`src/rtl/enc8b10b_seq.sv`:
```
`timescale 1ns/1ps
module enc8b10b_seq #(
  parameter int LANES = 2
) (
  input  logic                  clk,
  input  logic                  rst,
  input  logic                  wide,
  input  logic [8*LANES-1:0]    din,
  input  logic [LANES-1:0]      kin,
  output logic [10*LANES-1:0]   dout
);
  localparam logic [9:0] KNEG = 10'h17C;
  localparam logic [9:0] KPOS = 10'h283;
  localparam logic [2:0] DATA_PH = 3'd5;

  logic [2:0]  cnt;
  logic        rd;
  logic [15:0] d1;
  logic [1:0]  k1;
  logic [10:0] lo, hi;
  logic        live;

  function automatic logic [10:0] enc8b(input logic [7:0] b, input logic k, input logic rdi);
    logic [5:0] s6;
    logic [3:0] s4;
    logic [9:0] w;
    logic [9:0] r;
    logic       rm, alt, k28;
    logic [4:0] x;
    logic [2:0] y;
    x = b[4:0];
    y = b[7:5];
    k28 = k && (x == 5'd28);
    case (x)
      5'd0:  s6 = 6'b100111;  5'd1:  s6 = 6'b011101;
      5'd2:  s6 = 6'b101101;  5'd3:  s6 = 6'b110001;
      5'd4:  s6 = 6'b110101;  5'd5:  s6 = 6'b101001;
      5'd6:  s6 = 6'b011001;  5'd7:  s6 = 6'b111000;
      5'd8:  s6 = 6'b111001;  5'd9:  s6 = 6'b100101;
      5'd10: s6 = 6'b010101;  5'd11: s6 = 6'b110100;
      5'd12: s6 = 6'b001101;  5'd13: s6 = 6'b101100;
      5'd14: s6 = 6'b011100;  5'd15: s6 = 6'b010111;
      5'd16: s6 = 6'b011011;  5'd17: s6 = 6'b100011;
      5'd18: s6 = 6'b010011;  5'd19: s6 = 6'b110010;
      5'd20: s6 = 6'b001011;  5'd21: s6 = 6'b101010;
      5'd22: s6 = 6'b011010;  5'd23: s6 = 6'b111010;
      5'd24: s6 = 6'b110011;  5'd25: s6 = 6'b100110;
      5'd26: s6 = 6'b010110;  5'd27: s6 = 6'b110110;
      5'd28: s6 = 6'b001110;  5'd29: s6 = 6'b101110;
      5'd30: s6 = 6'b011110;  default: s6 = 6'b101011;
    endcase
    if (k28) begin
      s6 = 6'b001111;
      rm = 1'b1;
    end else begin
      rm = rdi ^ ($countones(s6) != 3);
      if (rdi && (($countones(s6) != 3) || (x == 5'd7))) s6 = ~s6;
    end
    alt = (y == 3'd7) && (k || (!rm && (x == 5'd17 || x == 5'd18 || x == 5'd20))
                             || (rm && (x == 5'd11 || x == 5'd13 || x == 5'd14)));
    case (y)
      3'd0: s4 = 4'b1011;  3'd1: s4 = 4'b1001;
      3'd2: s4 = 4'b0101;  3'd3: s4 = 4'b1100;
      3'd4: s4 = 4'b1101;  3'd5: s4 = 4'b1010;
      3'd6: s4 = 4'b0110;  default: s4 = alt ? 4'b0111 : 4'b1110;
    endcase
    if (rm && (($countones(s4) != 2) || (y == 3'd3))) s4 = ~s4;
    w = {s6, s4};
    if (k28 && rdi) w = ~w;
    for (int i = 0; i < 10; i++) r[i] = w[9-i];
    return {rdi ^ ($countones(w) != 5), r};
  endfunction

  assign live = (cnt == DATA_PH);
  assign lo = enc8b(live ? d1[7:0]  : 8'hBC, live ? k1[0] : 1'b1, rd);
  assign hi = enc8b(live ? d1[15:8] : 8'hBC, live ? k1[1] : 1'b1, lo[10]);

  always_ff @(posedge clk) begin
    d1 <= din[15:0];
    k1 <= kin[1:0];
    if (rst) begin
      cnt  <= 3'd0;
      rd   <= 1'b0;
      dout <= {wide ? KPOS : 10'h000, KNEG};
    end else begin
      cnt <= live ? cnt : cnt + 3'd1;
      if (cnt >= 3'd2) begin
        dout <= {wide ? hi[9:0] : 10'h000, lo[9:0]};
        rd   <= wide ? hi[10] : lo[10];
      end
    end
  end

  assert_hold_R3: assert property (@(posedge clk) disable iff (rst)
    (cnt < 3'd2) |=> $stable(dout));

  assert_weight_R7: assert property (@(posedge clk) disable iff (rst)
    ($countones(dout[9:0]) >= 4 && $countones(dout[9:0]) <= 6));

  assert_column_R7: assert property (@(posedge clk) disable iff (rst)
    ($countones(dout[9:0]) != 5 && !$past(rst)) |-> ($past(rd) == ($countones(dout[9:0]) == 4)));

  assert_chain_R9: assert property (@(posedge clk) disable iff (rst)
    (!$past(rst) && $past(cnt) >= 3'd2 && !$past(wide))
      |-> (rd == ($past(rd) ^ ($countones(dout[9:0]) != 5))));

  assert_chain_R10: assert property (@(posedge clk) disable iff (rst)
    (!$past(rst) && $past(cnt) >= 3'd2 && $past(wide))
      |-> (rd == ($past(rd) ^ ($countones(dout[9:0]) != 5) ^ ($countones(dout[19:10]) != 5))));
endmodule

```
`config.mk`:
```
export PLATFORM = sky130hd
export DESIGN_NAME = enc8b10b_seq
export DESIGN_NICKNAME = d
export VERILOG_FILES = /design/src/rtl/enc8b10b_seq.sv
export SDC_FILE = /design/constraint.sdc
export NUM_CORES = 1
export LEC_CHECK = 0
export ABC_AREA = 1
export BUFFER_PORTS_ARGS = -buffer_cell sky130_fd_sc_hd__buf_2
export CELL_PAD_IN_SITES_DETAIL_PLACEMENT = 1
export CELL_PAD_IN_SITES_GLOBAL_PLACEMENT = 2
export CORE_ASPECT_RATIO = 1.1
export CORE_MARGIN = 1.5
export CORE_UTILIZATION = 32
export CTS_BUF_LIST = sky130_fd_sc_hd__clkbuf_4
export DETAILED_ROUTE_END_ITERATION = 8
export GPL_TIMING_DRIVEN = 1
export PLACE_DENSITY = 0.83
export SLEW_MARGIN = 20
export SYNTH_ARGS = -nofsm -noshare
export SYNTH_HDL_FRONTEND = slang
export SYNTH_SLANG_ARGS = --single-unit
```
`constraint.sdc`:
```
create_clock -name clk -period 17 [get_ports clk]
set_clock_uncertainty 0.05 [all_clocks]
set_input_delay 0.85 -clock clk [delete_from_list [all_inputs] [get_ports clk]]
set_output_delay 0.85 -clock clk [all_outputs]
set_load 0.005 [all_outputs]
```
Word level (Yosys, flattened, before mapping)
Memory sizes are Yosys's and may differ from the RTL's.
Index checks and enable logic that the tools add are counted.
Widths: inputs -> output; s select.
Cells by class
  bitwise operators: 10
  eq/ne operators: 37
  muxes and demuxes: 23
  reduce and logical (&&, ||, !) cells: 35
  shift operators: 0
  $lt $le $gt $ge: 1
  add/subtract/negate cells: 35
  divide/modulo/power cells: 0
  $mul: 0
Operators by type and width (count)
  $pmux 4 s7: 2
  $add 1x1->2: 20
  $eq 5x5->1 const B: 8
  $mux 10: 4
  $mux 20: 2
  $eq 5x4->1 const B: 6
  $eq 3x3->1 const B: 9
  $add 2x2->3: 8
  $mux 6: 4
  $not 10->10: 2
  $logic_or 1x1->1: 16
  $mux 4: 4
  $mux 8: 2
  $logic_and 1x1->1: 14
  $eq 3x2->1 const B: 4
  $not 6->6: 2
  $add 4x2->5: 2
  $eq 5x3->1 const B: 2
  $ne 5x3->1 const B: 2
  $add 3x2->4: 2
  $add 3x3->4: 2
  $ne 4x2->1 const B: 2
  $not 4->4: 2
  $eq 3x1->1 const B: 2
  other kinds (8): 18
Storage, ports and cells
  register bits: 42
  word-level logic and storage cells: 149
  input port bits: 21
  memories kept: 2
  RAM bits: 0
  output and inout port bits: 20
  bits in latches: 0
  bits in read-only memories: 384
Memory list
  (no name shown): words 32, width 6, read ports 1, clocked after memory_dff 0, write ports 0, line 34  | case (x)
  (no name shown): words 32, width 6, read ports 1, clocked after memory_dff 0, write ports 0, line 34

Depth between registers and ports, before layout
Gate-level depths: netlist of run 1.
An unclocked memory read counts as a cell.
  depth in word-level cells: 54
  depth in mapped cells: 74
  depth with buffers taken out: 74

Worst setup path after synthesis of run 1
Ideal clock, no wire load.
  path type: register to register
  start point: register cnt[0]
  end point: register rd
  path buffers: 0
  clock period less this slack: 11.341 ns
  arrival: 11.164 ns
  required time: 16.822 ns
  path slack: 5.659 ns
  setup time: 0.128 ns
  cell stages (with the launch flop): 70
  cells stage by stage: dfxtp_1 > ha_1 > nand2_4 > inv_4 > nand2_1 > inv_1 > ha_1 > inv_1 > o21ai_0 > o21ai_1 > inv_1 > nand2_1 > nand2_1 > inv_1 > fa_1 > inv_1 > fa_1 > ha_1 > [... 34 more ...] > ha_1 > o211ai_1 > nand2_1 > nand2_1 > nand2_1 > xor2_1 > inv_1 > fa_1 > fa_1 > inv_1 > fa_1 > ha_1 > inv_1 > fa_1 > o21ai_0 > nand3_1 > a21oi_1 > o22ai_1
On the way
  longest elaborated chain between the ends: 54
  elaborated cells on any way between the ends: 137
  those cells by class: 34 x add/sub; 1 x order compare; 37 x eq/ne; 19 x mux; 10 x bitwise; 34 x reduce/logical; 2 x memory
RTL lines
  from (decl): line 16  | logic [2:0] cnt;
  from (signal assigned): line 86  | cnt <= live ? cnt : cnt + 3'd1;
  $eq 3x3->1: line 74  | assign live = (cnt == DATA_PH);
  $mux 8: line 75  | assign lo = enc8b(live ? d1[7:0] : 8'hBC, live ? k1[0] : 1'b1, rd);
  $mem_v2 32x6
  $add 1x1->2 (implied by the code): line 56, 57
  $add 2x2->3 (implied by the code): line 56, 57
  $add 3x2->4 (implied by the code): line 56, 57
  $ne 4x2->1: line 56, 57
  $xor 1x1->1: line 56  | rm = rdi ^ ($countones(s6) != 3);
  [... 38 more ...]
  $mux 10: line 69  | if (k28 && rdi) w = ~w;
  $add 1x1->2 (implied by the code): line 71  | return {rdi ^ ($countones(w) != 5), r};
  $add 2x2->3 (implied by the code): line 71
  $add 3x3->4 (implied by the code): line 71
  $add 4x2->5 (implied by the code): line 71
  $ne 5x3->1: line 71
  $xor 1x1->1: line 71
  $mux 1: line 89  | rd <= wide ? hi[10] : lo[10];
  to (signal assigned): line 89
  to (decl): line 17  | logic rd;
Parallel ways exist; a longest one is shown, timed or not.
A chain may end at the register's enable or synchronous reset.

Worst setup path after layout of run 1
Same ends and word-level chain as after synthesis.

==> parameters.txt, run 1 <==
Parameter                              Value

Logic synthesis
  Syn. warnings ... 0
  Most instantiated flip-flop cell in the synthesis netlist ... sky130_fd_sc_hd__dfxtp_1
  Share of the synthesized area in the top cell type ... approximately 18%
  Mux share of post-synthesis cell area ... 0%
  Fraction of the yosys area taken by sequential cells ... between 20% and 30%
  Net Count, Synth ... around 560
  Cell type with the largest total area after synthesis ... sky130_fd_sc_hd__dfxtp_1
  Mapped Cells ... just under 500
  Cell area after synthesis ... roughly 3600 um^2
  Area fraction in compound gates after synthesis ... between 10 and 15%
  Mean instance size in the synthesized netlist ... 7.309 um^2
  Xor and xnor area share after synthesis ... under 10%
  Largest family of logic cells by synthesized area ... simple AND/OR/NAND/NOR gates
  Post-Synth Adder-Cell Area ... between 10% and 20%
  Simple logic cell fraction of the synthesized area ... between 20% and 30%
  Cell types occupying the most area after synthesis ... sky130_fd_sc_hd__dfxtp_1, sky130_fd_sc_hd__nand2_1, sky130_fd_sc_hd__fa_1, sky130_fd_sc_hd__inv_1, sky130_fd_sc_hd__ha_1
  Asr flop ratio synth ... 0%
  Count of different cell masters after synthesis ... 42
  Flip-flop and latch count after synthesis ... 42
  Count of flip-flops with a built-in enable after synthesis ... 10

STA
  Part of the cycle the worst path needs ... 75.70%
  Transition time of the tightest slew-check pin ... about 860 ps
  Normalized max-slew margin ... 42.69%
  Count of pins over their slew limit ... 0
  Number of hold-slack violations in the final timing report ... 0
  Post-Route Setup TNS ... 0 ps
  Highest Clock Rate ... a little under 0.08 GHz
  Final-report setup violation count ... 0
  RSZ-0062 raised after global routing ... false
  Final period demand of the worst path ... between 10000 and 15000 ps

Floorplan
  Width of the chip ... between 100 and 150 um
  DIE AREA ... between 10000 and 15000 um^2
  Core Box Area ... ~11000 um^2
  Initial core utilization ... around 33%
  Number of placement rows ... 40
  Die H ... ~110 um
  Num ports ... ~40

Worst hold path
  Tightest Hold Check Type ... reg -> reg

Global routing
  Largest net degree at the start of global routing ... 21
  M2 GR Usage ... 28.79%
  Met3 usage ... between 2 and 3%
  GR peak layer ... met2
  Number of global-route vias before repair ... roughly 3300
  Total congestion overflow ... 0
  Initial antenna violation count ... 0
  Grt met1 use ... 20.06%
  Gr usage total ... between 10% and 20%
  Global-route wire length before repair ... between 15000 and 20000 um

Routing
  Post-DR vias/cell ... 4.588
  Iter 0 DRT Violations ... 85
  Total via count after detailed routing ... 3143
  Initial DRT Pass Iterations ... 4
  Detail-routed net length per standard cell ... between 10 and 15 um
  Post-Route WL ... 8845 um
  Number of remaining DRC errors ... 0
  ANT nets after route ... 0

Final layout
  Ant. Diodes ... 0
  Number of non-filler instances in the completed layout ... slightly below 700
  Layout cells sized above 1 ... about 15%
  Fin nets ... approximately 600
  Util after Layout ... between 30% and 40%
  Post-synthesis to final-layout area growth ... 11.28%

Worst setup path
  Library cell contributing the largest single delay on the critical path ... sky130_fd_sc_hd__fa_1
  Sort of element at the end of the critical path ... flip-flop
  Capture point of the worst reg-to-reg path ... rd$_SDFFE_PP0P_
  Register-to-Register Setup Slack ... 4130 ps
  Worst setup path endpoint ... rd$_SDFFE_PP0P_
  Data required time of the critical path ... around 17000 ps
  Reg2reg path depth ... approximately 70
  Count of buffer and inverter cells on the critical path ... 15
  CP startpoint kind ... flip-flop
  Origin of the worst setup path ... cnt[0]$_SDFFE_PP0P_
  Critical Setup Path Class ... reg -> reg
  Count of cell instances traversed by the critical path ... 71
  Arrival time at the worst endpoint ... ~13000 ps
  Cell mode on critical path ... sky130_fd_sc_hd__nand2_1
  Family with the most delay on the worst path ... adder cells
  Startpoint of the most critical register-to-register path ... cnt[0]$_SDFFE_PP0P_
  Crit path max fanout ... 20
  Worst stage delay on the critical path ... between 500 and 600 ps

Placement
  Port buffer count ... 40
  Total placed cells including tap cells ... around 680
  Global placer's final weighted congestion ... approximately 0.84
  Hpwl dp ... 7504 um

Clocking
  Clock buffer count from CTS ... 5
  Number of gates resized after CTS ... 0
  Clock edge transition at the registers on the reported setup and hold paths ... 140 ps
  CTS tree ... built
  Post-CTS setup repair buffer count ... 0
  Total clock sinks ... between 40 and 50
  Hold-fix buffers at CTS ... 0
  Maximum root-to-sink buffer count ... 2
  Clock insertion delay at the later pin of the skew report ... 360 ps
  Count of H-tree levels built during CTS ... 2
  CTS root buffer ... sky130_fd_sc_hd__clkbuf_4

Run
  Number of maximum-capacitance violations ... 0

Outcome
  Status ... complete, no violations
-- cell usage after synthesis (3+ instances only) --
library cell / count
sky130_fd_sc_hd__a21oi_1: 20
sky130_fd_sc_hd__dfxtp_1: 32
sky130_fd_sc_hd__edfxtp_1: 10
sky130_fd_sc_hd__fa_1: 19
sky130_fd_sc_hd__ha_1: 25
sky130_fd_sc_hd__inv_1: 91
sky130_fd_sc_hd__inv_2: 6
sky130_fd_sc_hd__nand2_1: 114
sky130_fd_sc_hd__nand2_2: 4
sky130_fd_sc_hd__nand2_4: 4
sky130_fd_sc_hd__nand3_1: 37
sky130_fd_sc_hd__nand4_1: 3
sky130_fd_sc_hd__nor2_1: 41
sky130_fd_sc_hd__nor2_2: 5
sky130_fd_sc_hd__o211ai_1: 7
sky130_fd_sc_hd__o21ai_0: 23
sky130_fd_sc_hd__o21ai_1: 10
sky130_fd_sc_hd__xor2_1: 10
-- logic make-up after synthesis --
kind of cell               Yosys count
xor gates and xnor gates            13
DFF                                 42
and+or+nand+nor                    220
adders and majority gates           44
AOI/OAI and AO/OA                   71
buffers and inverters              103
-- worst reg2reg max path: cells and delay by family, from the launching register on --
family	cells	cell delay, ps
compound gates	6	970
simple gates	29	2860
fa+ha+maj	19	6970
buf+inv	15	1100
xor+xnor	2	370
flops	1	440
-- cells in the final DEF, fill, tap and decap left out, types with 2 or more instances in the layout --
master	count
sky130_fd_sc_hd__nand2_1	114
sky130_fd_sc_hd__inv_1	91
sky130_fd_sc_hd__nor2_1	41
sky130_fd_sc_hd__buf_2	40
sky130_fd_sc_hd__nand3_1	37
sky130_fd_sc_hd__dfxtp_1	32
sky130_fd_sc_hd__ha_1	25
sky130_fd_sc_hd__o21ai_0	23
sky130_fd_sc_hd__a21oi_1	20
sky130_fd_sc_hd__fa_1	19
sky130_fd_sc_hd__o21ai_1	10
sky130_fd_sc_hd__xor2_1	10
sky130_fd_sc_hd__edfxtp_1	10
sky130_fd_sc_hd__o211ai_1	7
sky130_fd_sc_hd__inv_2	6
sky130_fd_sc_hd__clkbuf_4	6
sky130_fd_sc_hd__nor2_2	5
sky130_fd_sc_hd__nand2_4	4
sky130_fd_sc_hd__nand2_2	4
sky130_fd_sc_hd__nand4_1	3
sky130_fd_sc_hd__nor2_8	2
sky130_fd_sc_hd__nor2_4	2
sky130_fd_sc_hd__inv_4	2
sky130_fd_sc_hd__nor3_1	2
sky130_fd_sc_hd__nand3_2	2
sky130_fd_sc_hd__xnor2_2	2
sky130_fd_sc_hd__o22ai_1	2
sky130_fd_sc_hd__o31ai_1	2
sky130_fd_sc_hd__clkinv_1	2
-- state kept, by name, summed over array words and instances (netlist names) --
register and count:
cnt 3, k1 2, dout 20, rd 1
d1 16
-- metal layers --
layer	wire, um	up-vias	share of wire [%]
li1	-	1633	-
met1	4228	1455	48
met2	4280	47	48
met3	216	8	2.4
met4	120	0	1.4
met5	0	-	0
-- cell type report --
cell class | count | area (um^2)
sequential | 42 | 940.9
inverter | 100 | 380.4
clock inverter | 2 | 12.51
clock buffer | 6 | 45.04
fill | 1388 | 6950
timing repair buffer | 40 | 200.2
tap | 147 | 183.9
multi-input combinational | 348 | 2247
-- how the worst min path moves through the flow --
stage / startpoint / to / depth (start not counted)
2_1_floorplan: dout[0]$_SDFFE_PP0P_ / dout[0]$_SDFFE_PP0P_ / 2
4_1_cts: dout[1]$_SDFFE_PP0P_ / dout[1]$_SDFFE_PP0P_ / 2
3_3_place_gp: dout[1]$_SDFFE_PP0P_ / dout[1]$_SDFFE_PP0P_ / 2
3_5_place_dp: dout[1]$_SDFFE_PP0P_ / dout[1]$_SDFFE_PP0P_ / 2
6_report: dout[1]$_SDFFE_PP0P_ / dout[1]$_SDFFE_PP0P_ / 2
5_1_grt: dout[9]$_SDFFE_PP0P_ / dout[9]$_SDFFE_PP0P_ / 2
-- per-stage QoR --
stage               worst slack, ps  hold WS, ps  instance area, um^2
finish                         4132        422.7                 4010
global route                   2818        451.9                 4010
CTS                            4106        426.2                 4010
detailed placement             4147        405.1                 3953
global placement               4565        387.8                 3953
floorplan                      5659        396.5                 3603
Power of run 1 is not shown: default switching activity piles up to over one toggle a cycle in this logic, so the estimate is an artifact.
==> inputs of run 2 (changes only) <==
--- a/config.mk
+++ b/config.mk
@@ -5,7 +5,7 @@
 export SDC_FILE = /design/constraint.sdc
 export NUM_CORES = 1
 export LEC_CHECK = 0
-export ABC_AREA = 1
+export ABC_AREA = 0
 export BUFFER_PORTS_ARGS = -buffer_cell sky130_fd_sc_hd__buf_2
 export CELL_PAD_IN_SITES_DETAIL_PLACEMENT = 1
 export CELL_PAD_IN_SITES_GLOBAL_PLACEMENT = 2
@@ -15,7 +15,7 @@
 export CTS_BUF_LIST = sky130_fd_sc_hd__clkbuf_4
 export DETAILED_ROUTE_END_ITERATION = 8
 export GPL_TIMING_DRIVEN = 1
-export PLACE_DENSITY = 0.83
+export PLACE_DENSITY = 0.82
 export SLEW_MARGIN = 20
 export SYNTH_ARGS = -nofsm -noshare
 export SYNTH_HDL_FRONTEND = slang
==> constraint.sdc (replaced) <==
create_clock -name clk -period 10.5 [get_ports clk]
set_clock_uncertainty 0.05 [all_clocks]
set_input_delay 0.525 -clock clk [delete_from_list [all_inputs] [get_ports clk]]
set_output_delay 0.525 -clock clk [all_outputs]
set_load 0.005 [all_outputs]
==> run 2 against run 1 <==
  * The flow now finishes with violations (setup timing)
  * Cell count rose by 4.7%
  * Largest cell class unchanged
  * Worst setup slack got worse by 6700 ps
  * Design area increased by 28%
==> parameters.txt, run 2 <==
Parameter                              Value

Final layout
  Number of flip-flops under the largest register name ... 20
  Register ranked first by flip-flop count ... dout
  Biggest regs ... dout x20, d1 x16, cnt x3
  Ant. Diodes ... 0
  Most common cell after layout, fill and taps aside ... sky130_fd_sc_hd__buf_4
  Commonest cells after routing, fill and taps aside ... sky130_fd_sc_hd__buf_4, sky130_fd_sc_hd__nor2_1, sky130_fd_sc_hd__buf_2
  Post-synthesis to final-layout area growth ... 38.29%
  Layout cells sized above 1 ... 36.68%
  Fin nets ... about 630

Routing
  ANT nets after route ... 0
  Post-Route WL ... between 10000 and 15000 um
  Number of remaining DRC errors ... 0
  Detail-routed net length per standard cell ... around 16 um
  Initial DRT Pass Iterations ... 4
  Iter 0 DRT Violations ... 91
  Total via count after detailed routing ... between 3000 and 4000
  Post-DR vias/cell ... between 5 and 6

Worst setup path
  Cell mode on critical path ... sky130_fd_sc_hd__fa_1
  Arrival time at the worst endpoint ... approximately 13000 ps
  Startpoint of the most critical register-to-register path ... cnt[1]$_SDFFE_PP0P_
  Critical Setup Path Class ... reg -> reg
  Register-to-Register Setup Slack ... -2620 ps
  Crit path max fanout ... 5
  Family with the most delay on the worst path ... adder cells
  Count of buffer and inverter cells on the critical path ... 8
  Capture point of the worst reg-to-reg path ... rd$_SDFFE_PP0P_
  Library cell contributing the largest single delay on the critical path ... sky130_fd_sc_hd__fa_1
  CP startpoint kind ... flip-flop
  Data required time of the critical path ... about 11000 ps
  Sort of element at the end of the critical path ... flip-flop
  Reg2reg path depth ... 51
  Worst stage delay on the critical path ... between 500 and 600 ps

Logic synthesis
  Cell type with the largest total area after synthesis ... sky130_fd_sc_hd__dfxtp_1
  Cell types occupying the most area after synthesis ... sky130_fd_sc_hd__dfxtp_1, sky130_fd_sc_hd__fa_1, sky130_fd_sc_hd__ha_1, sky130_fd_sc_hd__edfxtp_1, sky130_fd_sc_hd__nor2_1
  Fraction of the yosys area taken by sequential cells ... between 20% and 30%
  Most numerous cell types in the synthesized netlist ... sky130_fd_sc_hd__nor2_1, sky130_fd_sc_hd__nand2_1, sky130_fd_sc_hd__inv_1
  Asr flop ratio synth ... 0%
  Flip-flop and latch count after synthesis ... between 40 and 50
  Count of different cell masters after synthesis ... 70
  Most instantiated flip-flop cell in the synthesis netlist ... sky130_fd_sc_hd__dfxtp_1
  Mean instance size in the synthesized netlist ... roughly 8.3 um^2
  Mapped Cells ... 445
  Share of the synthesized area in the top cell type ... 17.29%
  Count of flip-flops with a built-in enable after synthesis ... 10
  Net Count, Synth ... 510
  Syn. warnings ... 0
  Cell area after synthesis ... between 3000 and 4000 um^2
  Cell with the most instances after synthesis ... sky130_fd_sc_hd__nor2_1

Worst hold path
  Tightest Hold Check Type ... in -> reg
  Endpoint, Worst Hold ... d1[8]$_DFF_P_
  Worst hold path startpoint ... din[8]
  Number of cells traversed by the worst hold path ... 1

Floorplan
  Die H ... 115.9 um
  Initial core utilization ... around a third
  Num ports ... 41
  Core Box Area ... approximately 11000 um^2
  Number of placement rows ... 41
  DIE AREA ... 12240 um^2
  Width of the chip ... around 110 um

Global routing
  Number of global-route vias before repair ... between 4000 and 5000
  Global-route wire length before repair ... 19130 um
  Total congestion overflow ... 0
  Initial antenna violation count ... 0
  Largest net degree at the start of global routing ... 21
  Gr usage total ... about a fifth

Placement
  Port buffer count ... 40
  Hpwl dp ... approximately 8700 um
  Global placer's final weighted congestion ... between 0.8 and 0.9

Run
  Number of maximum-capacitance violations ... 0

STA
  Final worst setup slack ... -2616 ps
  Part of the cycle the worst path needs ... 124.9%
  Highest Clock Rate ... 0.07624 GHz
  Number of hold-slack violations in the final timing report ... 0
  Count of pins over their slew limit ... 0
  Post-Route Setup TNS ... -2767 ps
  Final period demand of the worst path ... 13120 ps
  Final-report setup violation count ... 3
  Transition time of the tightest slew-check pin ... about 720 ps
  Normalized max-slew margin ... between 50% and 60%
  RSZ-0062 raised after global routing ... true

Clocking
  CTS tree ... built
  Maximum root-to-sink buffer count ... 2
  CTS root buffer ... sky130_fd_sc_hd__clkbuf_4
  Clock buffer count from CTS ... 5
  Total clock sinks ... 42
  Count of H-tree levels built during CTS ... 2
  Clock edge transition at the registers on the reported setup and hold paths ... between 100 and 150 ps
  Clock insertion delay at the later pin of the skew report ... 380 ps

Outcome
  Failing checks ... setup timing
  Status ... complete, but fails checks
-- run 2: cell types whose count changed after synthesis, sizes merged, moves of 6 or more --
cell / previous run / this run
buf: 2 / 11
nand3: 40 / 7
nand2: 122 / 41
xnor2: 3 / 16
nor3: 2 / 9
a21oi: 21 / 32
o21ai: 34 / 17
or3: 0 / 6
o21a: 1 / 8
nor2b: 0 / 7
and3: 1 / 7
inv: 99 / 39
clkbuf: 1 / 15
-- run 2: kinds of logic (layout without fill, tap and decap cells) --
logic type / count (synthesis) / after routing / synth area share (%)
adders and majority gates: 45 / 45 / 18.97
muxes: 4 / 4 / 1.080
xor gates and xnor gates: 23 / 23 / 5.435
AOI/OAI and AO/OA: 111 / 111 / 20.70
DFF: 42 / 42 / 25.39
buffers and inverters: 65 / 187 / 7.123
and+or+nand+nor: 155 / 155 / 21.30
-- run 2: worst register-to-register path, delay by kind of cell (launching register included) --
family / cells / cell delay (ps)
compound gates: 8 / 1380
xor+xnor: 4 / 750
fa+ha+maj: 19 / 7370
buf+inv: 8 / 480
flops: 1 / 360
simple gates: 12 / 2700
-- run 2: worst max path at each step --
stage | from | endpoint | slack, ps | depth (start not counted)
after global routing | cnt[1]$_SDFFE_PP0P_ | rd$_SDFFE_PP0P_ | -3240 | 52
after CTS | cnt[1]$_SDFFE_PP0P_ | rd$_SDFFE_PP0P_ | -2370 | 51
after detailed placement | cnt[1]$_SDFFE_PP0P_ | rd$_SDFFE_PP0P_ | -2420 | 52
final | cnt[1]$_SDFFE_PP0P_ | rd$_SDFFE_PP0P_ | -2620 | 51
after global placement | cnt[1]$_SDFFE_PP0P_ | rd$_SDFFE_PP0P_ | -2080 | 52
after floorplan | cnt[1]$_SDFFE_PP0P_ | rd$_SDFFE_PP0P_ | -2330 | 53
-- run 2: repair_timing --
| action | 4_1_cts | 5_1_grt |
|---|---|---|
| setup endpoints to repair | 2 | 5 |
| resized for setup | 8 | 32 |
| pin swaps | 7 | 7 |
| setup buffers | 9 | 6 |
| hold buffers | 0 | 0 |
| cloned | 0 | 0 |
-- run 2: layer usage --
layer  wire, um  part of all wire (%)  global-route usage [%]
met1       4492                    39                   20.44
met2       6333                    55                   39.61
met3        228                   2.0                   2.418
met4        417                   3.6                   8.468
met5          0                     0                       0
-- run 2: cell type report --
cell class	instances	area (um^2)
fill	1381	6264
sequential	42	943.4
clock inverter	2	10.01
timing repair buffer	140	973.4
clock buffer	6	45.04
tap	150	187.7
multi-input combinational	338	2819
inverter	39	146.4
-- run 2: stage by stage --
step	cell area (um^2)	setup WS [ps]	hold slack, ps	util, %	cells
2_1_floorplan	3890	-2329	414.5	-	445
3_3_place_gp	4771	-2081	412.1	41.89	695
3_5_place_dp	4771	-2421	430.5	41.89	695
4_1_cts	4931	-2369	165.9	43.30	712
5_1_grt	5125	-3243	153.4	45.00	717
6_report	5125	-2616	182.3	45.00	717
Power of run 2 is left out for the same reason.
==> inputs of run 3 (changes only) <==
--- a/config.mk
+++ b/config.mk
@@ -15,7 +15,7 @@
 export CTS_BUF_LIST = sky130_fd_sc_hd__clkbuf_4
 export DETAILED_ROUTE_END_ITERATION = 8
 export GPL_TIMING_DRIVEN = 1
-export PLACE_DENSITY = 0.82
+export PLACE_DENSITY = 0.79
 export SLEW_MARGIN = 20
 export SYNTH_ARGS = -nofsm -noshare
 export SYNTH_HDL_FRONTEND = slang
==> constraint.sdc (replaced) <==
create_clock -name clk -period 13.05 [get_ports clk]
set_clock_uncertainty 0.05 [all_clocks]
set_input_delay 0.6525 -clock clk [delete_from_list [all_inputs] [get_ports clk]]
set_output_delay 0.6525 -clock clk [all_outputs]
set_load 0.005 [all_outputs]
==> run 3 against run 2 <==
  * The run still ends with setup timing left
  * Critical path type unchanged
  * Critical path depth up 2
  * Fmax down 1.2%
  * Global-route usage shrank 2.3 points
  * Utilization decreased by 5.3 points
  * Sequential cell count unchanged
  * Via count shrank 8.3%
  * Register-to-register slack gained 2400 ps
  * Die area unchanged
  * Cell count fell by 8.2%
  * First-iteration DRC count shrank 12%
  * Non-clock buffer count fell by 59
  * Critical endpoint unchanged
==> parameters.txt, run 3 (synthesized netlist as in run 2, its figures left out) <==
Parameter                              Value

Outcome
  Status ... complete, but fails checks
  Failing checks ... setup timing

Worst setup path
  Cell mode on critical path ... sky130_fd_sc_hd__fa_1
  Library cell contributing the largest single delay on the critical path ... sky130_fd_sc_hd__fa_2
  Arrival time at the worst endpoint ... approximately 14000 ps
  Family with the most delay on the worst path ... adder cells
  Count of cell instances traversed by the critical path ... 53
  Sort of element at the end of the critical path ... flip-flop
  Reg2reg path depth ... between 50 and 60
  CP startpoint kind ... flip-flop
  Critical Setup Path Class ... reg -> reg
  Crit path max fanout ... 5
  Worst stage delay on the critical path ... between 500 and 600 ps
  Count of buffer and inverter cells on the critical path ... 9
  Data required time of the critical path ... 13300 ps

Floorplan
  DIE AREA ... 12240 um^2
  Initial core utilization ... between 30% and 40%
  Number of placement rows ... a little over 40
  Core Box Area ... ~11000 um^2
  Die H ... 115.9 um
  Num ports ... approximately 40
  Width of the chip ... ~110 um

Global routing
  Initial antenna violation count ... 0
  Global-route wire length before repair ... approximately 17000 um
  Gr usage total ... ~17%
  Total congestion overflow ... 0
  Number of global-route vias before repair ... ~3600
  Largest net degree at the start of global routing ... 25

Placement
  Hpwl dp ... a little under 8000 um
  Global placer's final weighted congestion ... 0.8155
  Total placed cells including tap cells ... roughly 630
  Port buffer count ... 40

Routing
  Iter 0 DRT Violations ... 80
  Post-Route WL ... roughly 10000 um
  Met1 wire length ... approximately 4200 um
  Detail-routed net length per standard cell ... approximately 15 um
  Max layer used ... met4
  Length of routed met2 wiring ... between 5000 and 6000 um
  ANT nets after route ... 0
  Number of remaining DRC errors ... 0
  Total via count after detailed routing ... between 3000 and 4000
  WL met3 ... ~190 um
  Post-DR vias/cell ... slightly above 5
  Initial DRT Pass Iterations ... 4

STA
  Highest Clock Rate ... around 0.075 GHz
  RSZ-0062 raised after global routing ... true
  Count of pins over their slew limit ... 0
  Final worst setup slack ... -219.4 ps
  Transition time of the tightest slew-check pin ... about 870 ps
  Final period demand of the worst path ... between 10000 and 15000 ps
  Final-report setup violation count ... 1
  Part of the cycle the worst path needs ... 101.7%
  Number of hold-slack violations in the final timing report ... 0
  Normalized max-slew margin ... a little over two fifths

Clocking
  Clock buffer count from CTS ... 5
  Total clock sinks ... 42
  Count of H-tree levels built during CTS ... 2
  Clock edge transition at the registers on the reported setup and hold paths ... ~130 ps
  Maximum root-to-sink buffer count ... 2
  CTS root buffer ... sky130_fd_sc_hd__clkbuf_4
  Clock insertion delay at the later pin of the skew report ... around 360 ps
  CTS tree ... built

Final layout
  Number of non-filler instances in the completed layout ... ~660
  Fin nets ... around 570
  Biggest regs ... dout x20, d1 x16, cnt x3
  Ant. Diodes ... 0
  Register ranked first by flip-flop count ... dout
  Number of flip-flops under the largest register name ... 20
  Layout cells sized above 1 ... a little over a quarter
  Util after Layout ... roughly two fifths
  Post-synthesis to final-layout area growth ... 21.88%
  Commonest cells after routing, fill and taps aside ... sky130_fd_sc_hd__nor2_1, sky130_fd_sc_hd__buf_4, sky130_fd_sc_hd__buf_2
  Most common cell after layout, fill and taps aside ... sky130_fd_sc_hd__nor2_1

Run
  Number of maximum-capacitance violations ... 0

Worst hold path
  Number of cells traversed by the worst hold path ... 1
  Tightest Hold Check Type ... in -> reg
## run 3: per-layer routing
metal | GRT usage, % | vias to the layer above
li1 | - | 1668
met2 | 34.60 | 37
met4 | 5.495 | 0
met3 | 2.306 | 16
met5 | 0 | -
met1 | 18.88 | 1677
## run 3: final timing paths
path | startpoint | endpoint | slack, ps
worst max-delay path | cnt[1]$_SDFFE_PP0P_ | rd$_SDFFE_PP0P_ | -220
worst min-delay path | din[10] | d1[10]$_DFF_P_ | 330
worst max register to register | cnt[1]$_SDFFE_PP0P_ | rd$_SDFFE_PP0P_ | -220
worst min register to register | dout[8]$_SDFFE_PP1P_ | dout[8]$_SDFFE_PP1P_ | 430
## run 3: what timing repair did
action | 4_1_cts | 5_1_grt
resized for setup | 23 | 12
setup buffers | 18 | 6
hold buffers | 0 | 0
setup endpoints to repair | 1 | 1
pin swaps | 21 | 21
## run 3: final cells by class
class,instances,area [um^2]
Clock buffer,6,45.04
Clock inverter,2,8.758
Fill cell,1415,6872
Inverter,39,146.4
Multi-Input combinational cell,338,2673
Sequential cell,42,948.4
Tap cell,150,187.7
Timing Repair Buffer,81,508.0
## run 3: stage by stage
step                TNS (ps)  area (um^2)  worst slack (ps)  hold WS [ps]
floorplan                  0         3764             4.170         414.5
global placement           0         4148             151.9         393.2
detailed placement    -412.5         4148            -412.5         412.2
CTS                   -399.5         4420            -399.5         304.0
global route          -706.1         4517            -706.1         298.6
finish                -219.4         4517            -219.4         330.0
Power of run 3 is left out for the same reason.
